File: config.mk
export PLATFORM = sky130hd
export DESIGN_NAME = load_echo_queue
export DESIGN_NICKNAME = d
export VERILOG_FILES = /design/src/rtl/leq_pkg.sv /design/src/rtl/leq_ctl.sv /design/src/rtl/leq_store.sv /design/src/rtl/leq_resp.sv /design/src/rtl/load_echo_queue.sv
export SDC_FILE = /design/constraint.sdc
export NUM_CORES = 1
export LEC_CHECK = 0
export BUFFER_PORTS_ARGS = -buffer_cell sky130_fd_sc_hd__clkbuf_2
export CORE_MARGIN = 2
export CORE_UTILIZATION = 53
export CTS_BUF_LIST = sky130_fd_sc_hd__clkbuf_16
export CTS_CLUSTER_SIZE = 20
export DETAILED_ROUTE_END_ITERATION = 8
export MAX_ROUTING_LAYER = met4
export PLACE_DENSITY_LB_ADDON = 0.2
export SLEW_MARGIN = 20
export SYNTH_ARGS = -nofsm -noshare
export SYNTH_HDL_FRONTEND = slang
export SYNTH_SLANG_ARGS = --single-unit
File: constraint.sdc
create_clock -name clk -period 2.3 [get_ports clk]
set_input_delay 0.23 -clock clk [delete_from_list [all_inputs] [get_ports clk]]
set_output_delay 0.23 -clock clk [all_outputs]
set_load 0.02 [all_outputs]
File: src/rtl/leq_pkg.sv
package leq_pkg;

  // Advance a ring index, wrapping to zero after depth-1.
  function automatic logic [31:0] ring_next(input logic [31:0] idx,
                                            input logic [31:0] depth);
    if (idx + 32'd1 >= depth) return 32'd0;
    return idx + 32'd1;
  endfunction

  // Occupancy after one cycle of accepted pushes/pops.
  function automatic logic [31:0] occ_update(input logic [31:0] occ,
                                             input logic inc,
                                             input logic dec);
    logic [31:0] r;
    r = occ;
    if (inc && !dec) r = occ + 32'd1;
    if (dec && !inc) r = occ - 32'd1;
    return r;
  endfunction

endpackage

File: src/rtl/leq_ctl.sv
module leq_ctl #(
  parameter int unsigned DEPTH = 4,
  parameter int unsigned PW    = 2,
  parameter int unsigned CW    = 3
) (
  input  logic          clk,
  input  logic          rst_n,
  input  logic          push_req,
  input  logic          pop_req,
  output logic          push_fire,
  output logic          pop_fire,
  output logic [PW-1:0] wr_idx,
  output logic [PW-1:0] rd_idx,
  output logic          full,
  output logic          empty,
  output logic [CW-1:0] occ
);
  import leq_pkg::*;

  logic [PW-1:0] head_q, tail_q;
  logic [CW-1:0] occ_q;

  assign full      = (occ_q == CW'(DEPTH));
  assign empty     = (occ_q == '0);
  assign push_fire = push_req && !full;
  assign pop_fire  = pop_req && !empty;
  assign wr_idx    = tail_q;
  assign rd_idx    = head_q;
  assign occ       = occ_q;

  always_ff @(posedge clk) begin
    if (!rst_n) begin
      head_q <= '0;
      tail_q <= '0;
      occ_q  <= '0;
    end else begin
      if (push_fire) tail_q <= PW'(ring_next(32'(tail_q), 32'(DEPTH)));
      if (pop_fire)  head_q <= PW'(ring_next(32'(head_q), 32'(DEPTH)));
      occ_q <= CW'(occ_update(32'(occ_q), push_fire, pop_fire));
    end
  end

endmodule

File: src/rtl/leq_store.sv
module leq_store #(
  parameter int unsigned DEPTH = 4,
  parameter int unsigned PW    = 2,
  parameter int unsigned AW    = 16,
  parameter int unsigned DW    = 32
) (
  input  logic          clk,
  input  logic          rst_n,
  input  logic          we,
  input  logic [PW-1:0] wr_idx,
  input  logic [AW-1:0] wr_addr,
  input  logic [DW-1:0] wr_data,
  input  logic [PW-1:0] rd_idx,
  output logic [AW-1:0] rd_addr,
  output logic [DW-1:0] rd_data
);

  logic [AW-1:0] slot_addr [DEPTH];
  logic [DW-1:0] slot_data [DEPTH];

  for (genvar g = 0; g < DEPTH; g++) begin : g_slot
    always_ff @(posedge clk) begin
      if (!rst_n) begin
        slot_addr[g] <= '0;
        slot_data[g] <= '0;
      end else if (we && wr_idx == PW'(g)) begin
        slot_addr[g] <= wr_addr;
        slot_data[g] <= wr_data;
      end
    end
  end

  always_comb begin
    rd_addr = '0;
    rd_data = '0;
    for (int i = 0; i < DEPTH; i++) begin
      if (rd_idx == PW'(i)) begin
        rd_addr = slot_addr[i];
        rd_data = slot_data[i];
      end
    end
  end

endmodule

File: src/rtl/leq_resp.sv
module leq_resp #(
  parameter int unsigned AW = 16,
  parameter int unsigned DW = 32
) (
  input  logic          clk,
  input  logic          rst_n,
  input  logic          pop_fire,
  input  logic [AW-1:0] req_addr,
  input  logic [AW-1:0] ent_addr,
  input  logic [DW-1:0] ent_data,
  output logic          addr_mismatch,
  output logic          rsp_vld,
  output logic [DW-1:0] rsp_data,
  output logic          fault
);

  assign addr_mismatch = (req_addr != ent_addr);

  always_ff @(posedge clk) begin
    if (!rst_n) begin
      rsp_vld  <= 1'b0;
      rsp_data <= '0;
      fault    <= 1'b0;
    end else begin
      rsp_vld <= pop_fire;
      fault   <= pop_fire && addr_mismatch;
      if (pop_fire) rsp_data <= ent_data;
    end
  end

endmodule

File: src/rtl/load_echo_queue.sv
module load_echo_queue #(
  parameter int unsigned DEPTH = 4,
  parameter int unsigned AW    = 16,
  parameter int unsigned DW    = 32
) (
  input  logic          clk,
  input  logic          rst_n,
  input  logic          lead_vld,
  input  logic [AW-1:0] lead_addr,
  input  logic [DW-1:0] lead_data,
  output logic          lead_stall,
  input  logic          trail_vld,
  input  logic [AW-1:0] trail_addr,
  output logic          trail_rsp_vld,
  output logic [DW-1:0] trail_rsp_data,
  output logic          trail_fault,
  output logic          q_full,
  output logic          q_empty
);

  localparam int unsigned PW = (DEPTH > 1) ? $clog2(DEPTH) : 1;
  localparam int unsigned CW = $clog2(DEPTH + 1);

  // Named internal events, observed by the bound checker.
  logic          push_fire;
  logic          pop_fire;
  logic          addr_mismatch;
  logic [PW-1:0] wr_idx, rd_idx;
  logic [CW-1:0] occ;
  logic [AW-1:0] head_addr;
  logic [DW-1:0] head_data;

  leq_ctl #(.DEPTH(DEPTH), .PW(PW), .CW(CW)) u_ctl (
    .clk(clk), .rst_n(rst_n),
    .push_req(lead_vld), .pop_req(trail_vld),
    .push_fire(push_fire), .pop_fire(pop_fire),
    .wr_idx(wr_idx), .rd_idx(rd_idx),
    .full(q_full), .empty(q_empty), .occ(occ)
  );

  leq_store #(.DEPTH(DEPTH), .PW(PW), .AW(AW), .DW(DW)) u_store (
    .clk(clk), .rst_n(rst_n),
    .we(push_fire), .wr_idx(wr_idx),
    .wr_addr(lead_addr), .wr_data(lead_data),
    .rd_idx(rd_idx), .rd_addr(head_addr), .rd_data(head_data)
  );

  leq_resp #(.AW(AW), .DW(DW)) u_resp (
    .clk(clk), .rst_n(rst_n),
    .pop_fire(pop_fire), .req_addr(trail_addr),
    .ent_addr(head_addr), .ent_data(head_data),
    .addr_mismatch(addr_mismatch),
    .rsp_vld(trail_rsp_vld), .rsp_data(trail_rsp_data), .fault(trail_fault)
  );

  assign lead_stall = q_full;

endmodule

==> out/metrics.yaml <==
logic_synthesis:
  syn_area_um2: 10300
  syn_nets: 915
  yosysTopAreaCellShare_pct: 55.9
  synth.avg_cell_area_um2: 12.3
  ys_ff_latch: 233
  synth_area_leaders: "edfxtp_1, and2_1, dfxtp_1"
  yosysTopAreaCell: "edfxtp_1"
  synth-seq-area-share_pct: 63.9
  yosys.cell_types.count: 37
  netlist_instances: 837
  ys_warn_count: 0
pwr:
  p_int_mw: 8.69
  combPwrFrac_pct: 28.1
  power_density_nw_per_um2: 1040
  seqPwrFrac_pct: 44.1
  p_leak_nw: 4.94
  p_sw_share_pct: 31.2
  p_sw_mw: 3.94
  peakVddDrop_v: 0.000687
  clkPwrFrac_pct: 27.8
sta:
  fin_skew_ps: 9.18
  hold_viol: 0
  rsz0062_at_grt: "no"
  period_needed_ps: 2140
  slew_violations: 0
  relSlewSlack_pct: 49.9
  fin_ws_ps: 164
  fin_setup_tns_ps: 0
  tightest_slew_ps: 752
  fin_crit_sh_pct: 92.9
  setup_viol_count_final: 0
  max_freq_mhz: 468
place:
  place_hpwl_um: 13500
  gp_congestion: 0.804
  io_buffers: 104
  pre_cts_ws_ps: -95.8
  placed_area_um2: 11300
finish:
  nets: 1014
  drive_above_1_share_pct: 20.0
  final_cell_mix: "and2_1, edfxtp_1, clkbuf_2"
  areaGrowthSynthToFinish_pct: 17.2
  layout_commonest_cell: "and2_1"
  final_cell_area_um2: 12100
  multi_input_area_um2: 3470
  regArea_um2: 6590
  fillers: 1572
detailed_routing:
  drtIter0Drc: 424
  num_vias: 6731
  drt_pass1_iterations: 4
  drc: 0
  finalWirelength_um: 22600
  via_per_inst: 5.52
  ant_nets: 0
  wl_per_cell_um: 18.5
die:
  die_h_um: 144
  dieArea_um2: 20600
  die-width_um: 144
  core_um2: 19300
  rows: 51
  initial_core_util_pct: 53.5
  ios: 105
clock_tree:
  cts_tree: "yes"
  clkTransAtPathRegs_ps: 60
  clkLatencyLatePin_ps: 510
  cts_hold_buf: 0
  cts_max_level: 1
  cts_max_path_buffers: 3
  cts.sinks: 233
  root_buffer: "clkbuf_16"
  numCtsBuffers: 25
setup_path:
  crit_fanout: 8
  r2r_slack_ps: 160
  critPathKind: "flip-flop to flip-flop"
  cp.required_ps: 2680
  cp-start-kind: "flip-flop"
  worst_ep_arrival_time_ps: 2510
  crit_path_end_kind: "flip-flop"
status:
  status: "finished, final reports clean"
global_routing:
  grt_max_degree: 68
  grt_overflow_total: 0
  grt_pass1_wl_um: 35300
  antenna_found_initial: 1
  track_usage_pct: 22.8
  grt_pass1_vias: 6676
hold_path:
  hp-class: "input port to flip-flop"
job:
  max_cap_violations: 0
kinds of logic after synthesis:
| logic type | after synthesis | share of synthesized area (%) |
|---|---|---|
| and+or+nand+nor | 330 | 18.5 |
| DFF | 233 | 63.9 |
| AOI/OAI and AO/OA | 172 | 11.9 |
| muxes | 3 | 0.291 |
| xor gates and xnor gates | 11 | 0.934 |
| buffers and inverters | 78 | 3.23 |
| adders and majority gates | 10 | 1.29 |
per-stage QoR:
stage	power [mW]	hold WS (ps)	util (%)	std cells
after floorplan	8.02	428	-	837
after global placement	9.07	481	58.7	1174
after detailed placement	9.16	485	58.7	1174
after CTS	12.7	13.6	62.4	1219
after global routing	13.3	22.5	62.7	1220
final	12.6	29.1	62.7	1220
final timing paths:
kind                                                 end  cells past startpoint                 from
worst max-delay path                        u_resp.fault                      9      u_ctl.rd_idx[0]
worst min-delay path            u_store.slot_data[0][26]                      2        lead_data[26]
worst max register to register              u_resp.fault                      9      u_ctl.rd_idx[0]
worst min register to register       u_resp.rsp_data[10]                      1  u_resp.rsp_data[10]
worst max-delay path: stages (launching register included):
cell and delay (ps):
dfxtp_4 360, inv_1 60, ha_2 190, or2_1 230
buf_4 180, a221oi_1 300, or3_1 170, nand4_1 170
nor4_4 200, a31oi_1 120
sequential cells by signal, summed over array words and instances (netlist names):
signal             flops
u_store.slot_addr     64
u_ctl.rd_idx           2
u_ctl.occ              3
u_store.slot_data    128
u_ctl.wr_idx           2
u_resp.fault           1
u_resp.rsp_vld         1
u_resp.rsp_data       32
power groups by stage:
stage	Sequential, mW	Clock, mW	Combinational, mW
3_3_place_gp	5.64	0	3.44
6_report	5.57	3.51	3.55
2_1_floorplan	5.87	0	2.15
4_1_cts	5.56	3.58	3.53
5_1_grt	5.63	3.76	3.89
3_5_place_dp	5.65	0	3.51
cell usage after synthesis, drive strengths merged:
| cell type | count |
|---|---|
| xnor2 | 10 |
| o211ai | 32 |
| and3 | 5 |
| and2 | 194 |
| inv | 10 |
| o211a | 32 |
| a221o | 8 |
| buf | 16 |
| nand4 | 4 |
| a21boi | 1 |
| nand2b | 1 |
| fa | 1 |
| nor2 | 4 |
| a22oi | 2 |
| edfxtp | 192 |
| a221oi | 8 |
| nor2b | 6 |
| o221ai | 8 |
| or2 | 1 |
| mux2i | 3 |
| a31oi | 1 |
| xor2 | 1 |
| o21ai | 10 |
| clkbuf | 52 |
| nand3b | 30 |
| ha | 9 |
| nand2 | 72 |
| dfxtp | 41 |
| o22ai | 8 |
| nor4 | 3 |
| a21oi | 62 |
| nor3 | 1 |
| or3 | 9 |
metal layers:
layer | share of wire, % | track usage, % | up-vias
met2 | 48 | 37.2 | 172
met3 | 5.6 | 3.87 | 40
li1 | - | - | 3222
met4 | 2.0 | 6.40 | 0
met1 | 44 | 29.9 | 3297
met5 | 0 | - | -
timing repair:
item | 4_1_cts | 5_1_grt
pin swaps | 1 | 1
resized for setup | 1 | 12
endpoints found under the setup margin | 1 | 1
buffers inserted | 0 | 0
endpoints found under the hold margin | 0 | 0
final cells by class:
type | instances | area share [%]
multi-input cells | 526 | 28.7
inverters | 10 | 0.310
well taps | 265 | 2.74
flip-flops and latches | 233 | 54.5
repair buffers | 140 | 7.78
clock buffers | 25 | 5.17
diodes | 1 | 0.0207
clock inverters | 20 | 0.724
(Power assumes the default switching activity.)
